[src/rtl/irq_route_pkg.sv]
package irq_route_pkg;

    localparam int unsigned WIDX_W = 10;

    localparam logic [WIDX_W-1:0] W_IRQ_STAT = 10'h000;
    localparam logic [WIDX_W-1:0] W_FIQ_STAT = 10'h001;
    localparam logic [WIDX_W-1:0] W_RAW_STAT = 10'h002;
    localparam logic [WIDX_W-1:0] W_SELECT   = 10'h003;
    localparam logic [WIDX_W-1:0] W_EN_SET   = 10'h004;
    localparam logic [WIDX_W-1:0] W_EN_CLR   = 10'h005;
    localparam logic [WIDX_W-1:0] W_SW_SET   = 10'h006;
    localparam logic [WIDX_W-1:0] W_SW_CLR   = 10'h007;
    localparam logic [WIDX_W-1:0] W_PROT     = 10'h008;
    localparam logic [WIDX_W-1:0] W_ID_BASE  = 10'h3F8;

    typedef enum logic [2:0] {
        WOP_NONE,
        WOP_SELECT,
        WOP_EN_SET,
        WOP_EN_CLR,
        WOP_SW_SET,
        WOP_SW_CLR,
        WOP_PROT
    } wop_e;

    function automatic wop_e decode_wr(input logic [WIDX_W-1:0] widx);
        wop_e op;
        case (widx)
            W_SELECT: op = WOP_SELECT;
            W_EN_SET: op = WOP_EN_SET;
            W_EN_CLR: op = WOP_EN_CLR;
            W_SW_SET: op = WOP_SW_SET;
            W_SW_CLR: op = WOP_SW_CLR;
            W_PROT:   op = WOP_PROT;
            default:  op = WOP_NONE;
        endcase
        return op;
    endfunction

    function automatic logic [7:0] id_byte(input logic [2:0] k);
        logic [7:0] b;
        case (k)
            3'd0: b = 8'h90;
            3'd1: b = 8'h11;
            3'd2: b = 8'h04;
            3'd3: b = 8'h00;
            3'd4: b = 8'h0D;
            3'd5: b = 8'hF0;
            3'd6: b = 8'h05;
            default: b = 8'hB1;
        endcase
        return b;
    endfunction

endpackage

[src/rtl/irq_route_regs.sv]
module irq_route_regs
    import irq_route_pkg::*;
#(
    parameter int unsigned NSRC = 32
) (
    input  logic              clk,
    input  logic              rst_n,
    input  logic [NSRC-1:0]   src_lvl,
    input  logic              wr_en,
    input  logic [WIDX_W-1:0] widx,
    input  logic [NSRC-1:0]   wdata,
    output logic [NSRC-1:0]   src_q,
    output logic [NSRC-1:0]   en_q,
    output logic [NSRC-1:0]   sw_q,
    output logic [NSRC-1:0]   sel_q,
    output logic              prot_q
);

    typedef struct packed {
        logic [NSRC-1:0] src;
        logic [NSRC-1:0] en;
        logic [NSRC-1:0] sw;
        logic [NSRC-1:0] sel;
        logic            prot;
    } state_t;

    state_t st_d, st_q;
    wop_e   op;

    always_comb begin
        op   = wr_en ? decode_wr(widx) : WOP_NONE;
        st_d = st_q;
        st_d.src = src_lvl;
        case (op)
            WOP_SELECT: st_d.sel  = wdata;
            WOP_EN_SET: st_d.en   = st_q.en | wdata;
            WOP_EN_CLR: st_d.en   = st_q.en & ~wdata;
            WOP_SW_SET: st_d.sw   = st_q.sw | wdata;
            WOP_SW_CLR: st_d.sw   = st_q.sw & ~wdata;
            WOP_PROT:   st_d.prot = wdata[0];
            default: ;
        endcase
    end

    always_ff @(posedge clk) begin
        if (!rst_n) begin
            st_q <= '0;
        end else begin
            st_q <= st_d;
        end
    end

    assign src_q  = st_q.src;
    assign en_q   = st_q.en;
    assign sw_q   = st_q.sw;
    assign sel_q  = st_q.sel;
    assign prot_q = st_q.prot;

    a_r4_en_set: assert property (@(posedge clk) disable iff (!rst_n)
        (wr_en && widx == W_EN_SET) |=> en_q == ($past(en_q) | $past(wdata)));
    a_r4_en_clr: assert property (@(posedge clk) disable iff (!rst_n)
        (wr_en && widx == W_EN_CLR) |=> en_q == ($past(en_q) & ~$past(wdata)));
    a_r5_sw_set: assert property (@(posedge clk) disable iff (!rst_n)
        (wr_en && widx == W_SW_SET) |=> sw_q == ($past(sw_q) | $past(wdata)));
    a_r5_sw_clr: assert property (@(posedge clk) disable iff (!rst_n)
        (wr_en && widx == W_SW_CLR) |=> sw_q == ($past(sw_q) & ~$past(wdata)));
    a_r6_sel_load: assert property (@(posedge clk) disable iff (!rst_n)
        (wr_en && widx == W_SELECT) |=> sel_q == $past(wdata));
    a_r7_prot_bit0: assert property (@(posedge clk) disable iff (!rst_n)
        (wr_en && widx == W_PROT) |=> prot_q == $past(wdata[0]));
    a_r10_ignored_write: assert property (@(posedge clk) disable iff (!rst_n)
        (wr_en && (widx < W_SELECT || widx > W_PROT))
            |=> ($stable(en_q) && $stable(sw_q) && $stable(sel_q) && $stable(prot_q)));
    a_r10_idle_hold: assert property (@(posedge clk) disable iff (!rst_n)
        !wr_en |=> ($stable(en_q) && $stable(sw_q) && $stable(sel_q) && $stable(prot_q)));
    a_r11_capture: assert property (@(posedge clk) disable iff (!rst_n)
        !$rose(rst_n) |-> src_q == $past(src_lvl));
    a_r9_reset_clear: assert property (@(posedge clk) disable iff (!rst_n)
        $rose(rst_n) |-> (en_q == '0 && sw_q == '0 && sel_q == '0 && !prot_q && src_q == '0));

endmodule

[src/rtl/irq_route_sort.sv]
module irq_route_sort #(
    parameter int unsigned NSRC = 32
) (
    input  logic [NSRC-1:0] src_q,
    input  logic [NSRC-1:0] sw_q,
    input  logic [NSRC-1:0] en_q,
    input  logic [NSRC-1:0] sel_q,
    output logic [NSRC-1:0] raw_stat,
    output logic [NSRC-1:0] irq_stat,
    output logic [NSRC-1:0] fiq_stat,
    output logic            fiq_any
);

    for (genvar i = 0; i < NSRC; i++) begin : g_src
        logic active;
        assign active      = src_q[i] | sw_q[i];
        assign raw_stat[i] = active;
        assign fiq_stat[i] = active & sel_q[i];
        assign irq_stat[i] = active & en_q[i] & ~sel_q[i];
    end

    assign fiq_any = |fiq_stat;

endmodule

[src/rtl/irq_route_rdmux.sv]
module irq_route_rdmux
    import irq_route_pkg::*;
#(
    parameter int unsigned NSRC = 32
) (
    input  logic [WIDX_W-1:0] widx,
    input  logic [NSRC-1:0]   raw_stat,
    input  logic [NSRC-1:0]   irq_stat,
    input  logic [NSRC-1:0]   fiq_stat,
    input  logic [NSRC-1:0]   sel_q,
    input  logic [NSRC-1:0]   en_q,
    input  logic [NSRC-1:0]   sw_q,
    input  logic              prot_q,
    output logic [NSRC-1:0]   rdata
);

    localparam int unsigned ID_PAD = NSRC - 8;

    always_comb begin
        rdata = '0;
        if (widx >= W_ID_BASE) begin
            rdata = {{ID_PAD{1'b0}}, id_byte(widx[2:0])};
        end else begin
            case (widx)
                W_IRQ_STAT: rdata = irq_stat;
                W_FIQ_STAT: rdata = fiq_stat;
                W_RAW_STAT: rdata = raw_stat;
                W_SELECT:   rdata = sel_q;
                W_EN_SET:   rdata = en_q;
                W_SW_SET:   rdata = sw_q;
                W_PROT:     rdata = {{(NSRC-1){1'b0}}, prot_q};
                default:    rdata = '0;
            endcase
        end
    end

endmodule

[src/rtl/irq_route_top.sv]
module irq_route_top
    import irq_route_pkg::*;
#(
    parameter int unsigned NSRC = 32
) (
    input  logic            clk,
    input  logic            rst_n,
    input  logic [NSRC-1:0] src_lvl,
    input  logic            wr_en,
    input  logic [11:0]     addr,
    input  logic [NSRC-1:0] wdata,
    output logic [NSRC-1:0] rdata,
    output logic [NSRC-1:0] irq_pend,
    output logic            fiq_req
);

    logic [WIDX_W-1:0] widx;
    logic [NSRC-1:0]   src_q, en_q, sw_q, sel_q;
    logic              prot_q;
    logic [NSRC-1:0]   raw_stat, irq_stat, fiq_stat;
    logic              fiq_any;
    logic              unused_lsb;

    assign widx       = addr[11:2];
    assign unused_lsb = ^addr[1:0];

    irq_route_regs #(.NSRC(NSRC)) u_regs (
        .clk(clk), .rst_n(rst_n), .src_lvl(src_lvl),
        .wr_en(wr_en), .widx(widx), .wdata(wdata),
        .src_q(src_q), .en_q(en_q), .sw_q(sw_q), .sel_q(sel_q), .prot_q(prot_q)
    );

    irq_route_sort #(.NSRC(NSRC)) u_sort (
        .src_q(src_q), .sw_q(sw_q), .en_q(en_q), .sel_q(sel_q),
        .raw_stat(raw_stat), .irq_stat(irq_stat), .fiq_stat(fiq_stat),
        .fiq_any(fiq_any)
    );

    irq_route_rdmux #(.NSRC(NSRC)) u_rdmux (
        .widx(widx), .raw_stat(raw_stat), .irq_stat(irq_stat),
        .fiq_stat(fiq_stat), .sel_q(sel_q), .en_q(en_q), .sw_q(sw_q),
        .prot_q(prot_q), .rdata(rdata)
    );

    assign irq_pend = irq_stat;
    assign fiq_req  = fiq_any;

    a_r2_enable_gate: assert property (@(posedge clk) disable iff (!rst_n)
        (irq_pend & ~en_q) == '0);
    a_r2_not_fast: assert property (@(posedge clk) disable iff (!rst_n)
        (irq_pend & fiq_stat) == '0);
    a_r3_fiq_line: assert property (@(posedge clk) disable iff (!rst_n)
        fiq_req == (fiq_stat != '0));
    a_r1_raw_cover: assert property (@(posedge clk) disable iff (!rst_n)
        ((irq_pend | fiq_stat) & ~raw_stat) == '0);

endmodule

[config.mk]
export PLATFORM = sky130hd
export DESIGN_NAME = irq_route_top
export DESIGN_NICKNAME = d
export VERILOG_FILES = /design/src/rtl/irq_route_pkg.sv /design/src/rtl/irq_route_regs.sv /design/src/rtl/irq_route_sort.sv /design/src/rtl/irq_route_rdmux.sv /design/src/rtl/irq_route_top.sv
export SDC_FILE = /design/constraint.sdc
export NUM_CORES = 1
export LEC_CHECK = 0
export ABC_AREA = 1
export BUFFER_PORTS_ARGS = -buffer_cell sky130_fd_sc_hd__buf_4
export CAP_MARGIN = 10
export CORE_MARGIN = 5
export CORE_UTILIZATION = 40
export DETAILED_ROUTE_END_ITERATION = 10
export GPL_TIMING_DRIVEN = 0
export PLACE_DENSITY = 0.62
export SETUP_SLACK_MARGIN = 0.5
export SYNTH_ARGS = -nofsm -noshare
export SYNTH_HDL_FRONTEND = slang
export SYNTH_HIERARCHICAL = 1
export SYNTH_SLANG_ARGS = --single-unit
[constraint.sdc]
create_clock -name clk -period 4.2 [get_ports clk]
set_clock_uncertainty 0.1 [all_clocks]
set_input_delay 0.84 -clock clk [delete_from_list [all_inputs] [get_ports clk]]
set_output_delay 0.84 -clock clk [all_outputs]
set_load 0.01 [all_outputs]
# Word level (Yosys, flattened, before mapping)
# Cells that the tools add are included.
dict set report classes {
  n_lt_le_gt_ge 1
  eq_ne 20
  n_mux 7
  bitwise 165
  n_reduce_logical 5
}
# cell count
set op_table {}
lappend op_table {{32-bit case mux with 7 select lines} 1}
lappend op_table {{32-bit case mux with 2 select lines} 2}
lappend op_table {{1-bit bitwise AND} 96}
lappend op_table {{32-bit bitwise AND} 2}
lappend op_table {{32-bit bitwise OR} 2}
lappend op_table {{8-bit case mux with 7 select lines} 1}
lappend op_table {{10-bit by 3-bit equality test with 1-bit output (second input constant)} 4}
lappend op_table {{32-bit 2-to-1 mux} 1}
lappend op_table {{1-bit NOT} 32}
lappend op_table {{32-bit NOT} 1}
lappend op_table {{1-bit bitwise OR} 32}
lappend op_table {{32-bit OR reduction} 1}
lappend op_table {{10-bit by 2-bit equality test with 1-bit output (second input constant)} 2}
lappend op_table {{3-bit equality test (second input constant)} 6}
lappend op_table {{3-bit case mux with 6 select lines} 1}
lappend op_table {{3-bit by 2-bit equality test with 1-bit output (second input constant)} 4}
lappend op_table {{10-bit by 1-bit equality test with 1-bit output (second input constant)} 1}
lappend op_table {{10-bit by 4-bit equality test with 1-bit output (second input constant)} 1}
lappend op_table {{10-bit >= comparator (second input constant)} 1}
lappend op_table {{10-bit logical NOT} 1}
lappend op_table {{3-bit by 1-bit equality test with 1-bit output (second input constant)} 2}
lappend op_table {{2-bit nonzero test} 2}
lappend op_table {{3-bit logical NOT} 1}
lappend op_table {{3-bit 2-to-1 mux} 1}
dict set report totals {
  regBits 129
  output_inout_bits 65
  elab_cells 203
}

# Logic depth before layout (Yosys ltp)
dict set report depth {
  depth_word 5
  mapped_depth 12
}

# By module
# The synthesis kept the hierarchy.
# module instances cells_each area_per_inst_um2 seq_area_each_um2
set modules_own_cells {}
lappend modules_own_cells {irq_route_regs 1 782 5203.7 2582.5}
lappend modules_own_cells {irq_route_rdmux 1 434 2018.2 0.0}
lappend modules_own_cells {irq_route_sort 1 255 1198.6 0.0}

# Least setup slack after synthesis
# No wires, ideal clock.
dict set report synth_path {
  path_type {input-to-output}
  startpoint {in addr[4]}
  endpoint {out rdata[6]}
  arrival_ps 1789
  slack_ps 1471
  stages 9
  path_cell_list {buf_4 nor2_4 nand2_2 nor2_4 buf_6 nand3_1 o21ai_0 inv_1 nand3_1}
}
dict set report synth_between {
  elab_chain_len 3
  elab_cells_between_ends 18
  classes_between {1 x order compare; 12 x eq/ne; 3 x mux; 2 x reduce/logical}
}
# element line_no
set synth_lines {}
lappend synth_lines {{start: declaration} irq_route_top.sv:10} ;# input logic [11:0] addr,
lappend synth_lines {{branches (longest 2 deep; another with 10-bit >= comparator)} -}
lappend synth_lines {{32-bit 2-to-1 mux (*)} irq_route_rdmux.sv:21} ;# if (widx >= W_ID_BASE) begin
lappend synth_lines {{end: declaration} irq_route_top.sv:12} ;# output logic [NSRC-1:0] rdata,
# Every way passes the cells marked *.

# Worst setup path in the final report
dict set report layout_path {
  startpoint {in addr[8]}
  endpoint {out rdata[21]}
}
dict set report layout_between {
  elab_chain_len 3
  elab_cells_between_ends 10
  classes_between {1 x order compare; 6 x eq/ne; 2 x mux; 1 x reduce/logical}
}
# element line_no
set layout_lines {}
lappend layout_lines {{branches (longest 2 deep; another with 10-bit >= comparator)} -}
lappend layout_lines {{32-bit 2-to-1 mux (*)} irq_route_rdmux.sv:21}
# Marks and branches as above.

==> results.yml <==
status:
  status: "completed"
cts:
  root_buffer: "clkbuf_16"
  post_cts_buffers: 0
  numCtsBuffers: 17
  cts_tree: "built"
  ctsLongestPathBuffers: 2
  clkLatencyLatePin_ns: 0.42
  cts_sinks: 129
  h-tree-depth: 4
  clkSlewWorstSetupHoldPaths_ns: 0.06
timing:
  setup_violations: 0
  max_slew_margin_pct: 47.0
  setup_tns_ns: 0
  maxSlewViolCount: 0
  hold_viol_final: 0
  max_freq_ghz: 0.280
  max_slew.worst_pin.slew_ns: 0.795
  finalCriticalPeriod_ns: 3.57
  rsz0062_at_grt: "false"
  finalCritPeriodShare_pct: 85.1
  setup_slack_ns: 0.628
place:
  pre_cts_slack_ns: 0.522
  place_congestion: 0.902
  hpwl_um: 22500
  port_buffers: 140
setup_path:
  endpoint_kind: "output pin"
  critPathTopFamily: "simple AND/OR/NAND/NOR gates"
  path_max_fanout: 10
  crit_path_max_incr_delay_ns: 0.40
  cp.buffers_inverters: 3
  crit_arrival_ns: 2.63
  cp.required_ns: 3.26
  cp-start-kind: "input port"
  rrSetupSlack_ns: 3.24
  cp_slowest_cell: "inv_1"
  crit_chain: "buf_4 > nor2_1 > nand2_2 > nor2_4 > nand2_2 > inv_1 > nand2_1 > nand2_1 > nor2_1 > nand2_1 > buf_4"
  critical_path_class: "in2out"
  r2r_cells: 4
  critPathMostFrequentCell: "nand2_1"
worst_hold_path:
  min_path_type: "reg2reg"
  min_delay_path_depth: 4
logic_synthesis:
  synth-seq-cells: 129
  syn-num-nets: 1550
  yosys_warnings: 6
  yosysSeqAreaShare_pct: 30.7
  synth.avg_cell_area_um2: 5.72
  ys_types: 26
  syn_area_mm2: 0.00842
  synth_cells: 1471
drt:
  first_pass_iters: 6
  num_vias: 9369
  postRouteAntennaNets: 0
  vias_per_cell: 4.88
  wirelength_um: 32400
  drtIter0Drc: 982
  drc: 0
  post_drt_wl_per_cell_um: 16.9
final_layout:
  drive_above_1_share_pct: 19.2
  insertedDiodeCount: 0
  final_nets: 1709
  syn_to_final_growth_pct: 24.2
  fillCellCount: 2290
global_route:
  antenna_found_initial: 0
  grt_overflow: 0
  grt_max_degree: 17
  grt_pass1_wl_um: 48500
  grt_pass1_vias: 8651
  track_usage_pct: 26.4
die:
  die_area_mm2: 0.0241
  core.rowCount: 53
  die_h_um: 155
  core-area_mm2: 0.0209
  die_w_um: 155
  top_level_ports: 144
  initial_core_util_pct: 40.3
power:
  seqPwrFrac_pct: 40.3
  power_leakage_nw: 6.11
  clock_power_share_pct: 52.2
  p_per_area_mw_per_mm2: 297
  irDropWorstVdd_mv: 0.190
  switching_share_pct: 24.0
  p_int_mw: 2.36
  switching_power_uw: 744
  combPwrFrac_pct: 7.5
flow_run:
  cap_viol_max_count: 0
[worst max-delay path by stage]
stage	start	end	slack (ns)	cells after the start
after floorplan	addr[4]	rdata[6]	1.47	9
after CTS	addr[10]	rdata[12]	0.52	9
after detailed placement	addr[10]	rdata[12]	0.52	9
after global routing	addr[6]	rdata[21]	0.54	11
final	addr[8]	rdata[21]	0.63	11
after global placement	addr[10]	rdata[12]	0.52	9
[worst register-to-register path: cells and delay by family (launching register included)]
kind,cells,cell delay (ns)
DFF,1,0.38
AOI/OAI and AO/OA,2,0.29
buffers and inverters,2,0.13
[power groups by stage]
stage / Clock, mW / Combinational (mW) / Sequential (mW)
finish: 1.62 / 0.232 / 1.25
global route: 1.69 / 0.250 / 1.25
CTS: 1.64 / 0.229 / 1.25
detailed placement: 0 / 0.228 / 1.28
global placement: 0 / 0.227 / 1.28
floorplan: 0 / 0.106 / 1.27
[layout make-up]
class | instances | area (um2) | share of cell area, %
multi-input combinational | 976 | 4210 | 40.3
sequential | 129 | 2580 | 24.7
timing repair buffer | 140 | 1050 | 10.1
inverter | 273 | 1030 | 9.81
buffer | 93 | 604 | 5.78
clock buffer | 20 | 457 | 4.37
tap | 275 | 344 | 3.29
clock inverter | 12 | 180 | 1.72
[layout by cell type (no fill, tap or decap)]
master,instances
a21oi_1,33
buf_1,1
buf_2,21
buf_4,183
buf_6,9
bufinv_16,4
clkbuf_1,20
clkbuf_16,17
clkbuf_8,2
clkinv_2,3
clkinv_4,3
clkinvlp_4,2
dfxtp_1,129
inv_1,251
inv_2,21
inv_6,1
nand2_1,412
nand2_2,19
nand3_1,177
nand3_4,1
nand4_1,3
nor2_1,237
nor2_2,19
nor2_4,6
nor3_1,2
nor3_2,1
nor4_1,1
o21ai_0,48
o21ai_1,13
o21ai_2,1
o21ai_4,2
xor2_1,1
[Yosys cell counts (all sizes together)]
cell      n  area, um2
xor2      1       8.76
nand2   431       1670
nor2    262       1070
clkinv    1       5.00
clkbuf   19       71.3
nor4      1       6.26
dfxtp   129       2580
nand3   178        903
a21oi    33        165
buf      74        533
o21ai    64        347
nor3      3       20.0
inv     272       1020
nand4     3       18.8
[cells by family after synthesis]
kind of cell	Yosys count	share of synthesized area, %
AOI/OAI and AO/OA	97	6.08
xor gates and xnor gates	1	0.104
buffers and inverters	366	19.4
DFF	129	30.7
and+or+nand+nor	878	43.8
[metal layers]
metal	share of wire (%)	wire length, um	GRT usage, %
met5	0	0	0
met4	3.0	962	8.49
met3	12	3780	7.62
met2	44	14100	42.0
met1	42	13500	34.5
[what timing repair did]
item,4_1_cts,5_1_grt
endpoints found under the setup margin,0,8
gates resized for setup,0,1
hold buffers,0,0
[stage by stage]
stage | instance area (um2) | power (mW) | std cells | hold WS [ns] | util [%]
after global routing | 10500 | 3.19 | 1918 | 0.472 | 50.1
after global placement | 9820 | 1.51 | 1886 | 0.418 | 47.0
after CTS | 10500 | 3.12 | 1918 | 0.431 | 50.0
final | 10500 | 3.10 | 1918 | 0.429 | 50.1
after floorplan | 8420 | 1.38 | 1471 | 0.399 | -
after detailed placement | 9820 | 1.51 | 1886 | 0.422 | 47.0
(Power assumes the default switching activity.)
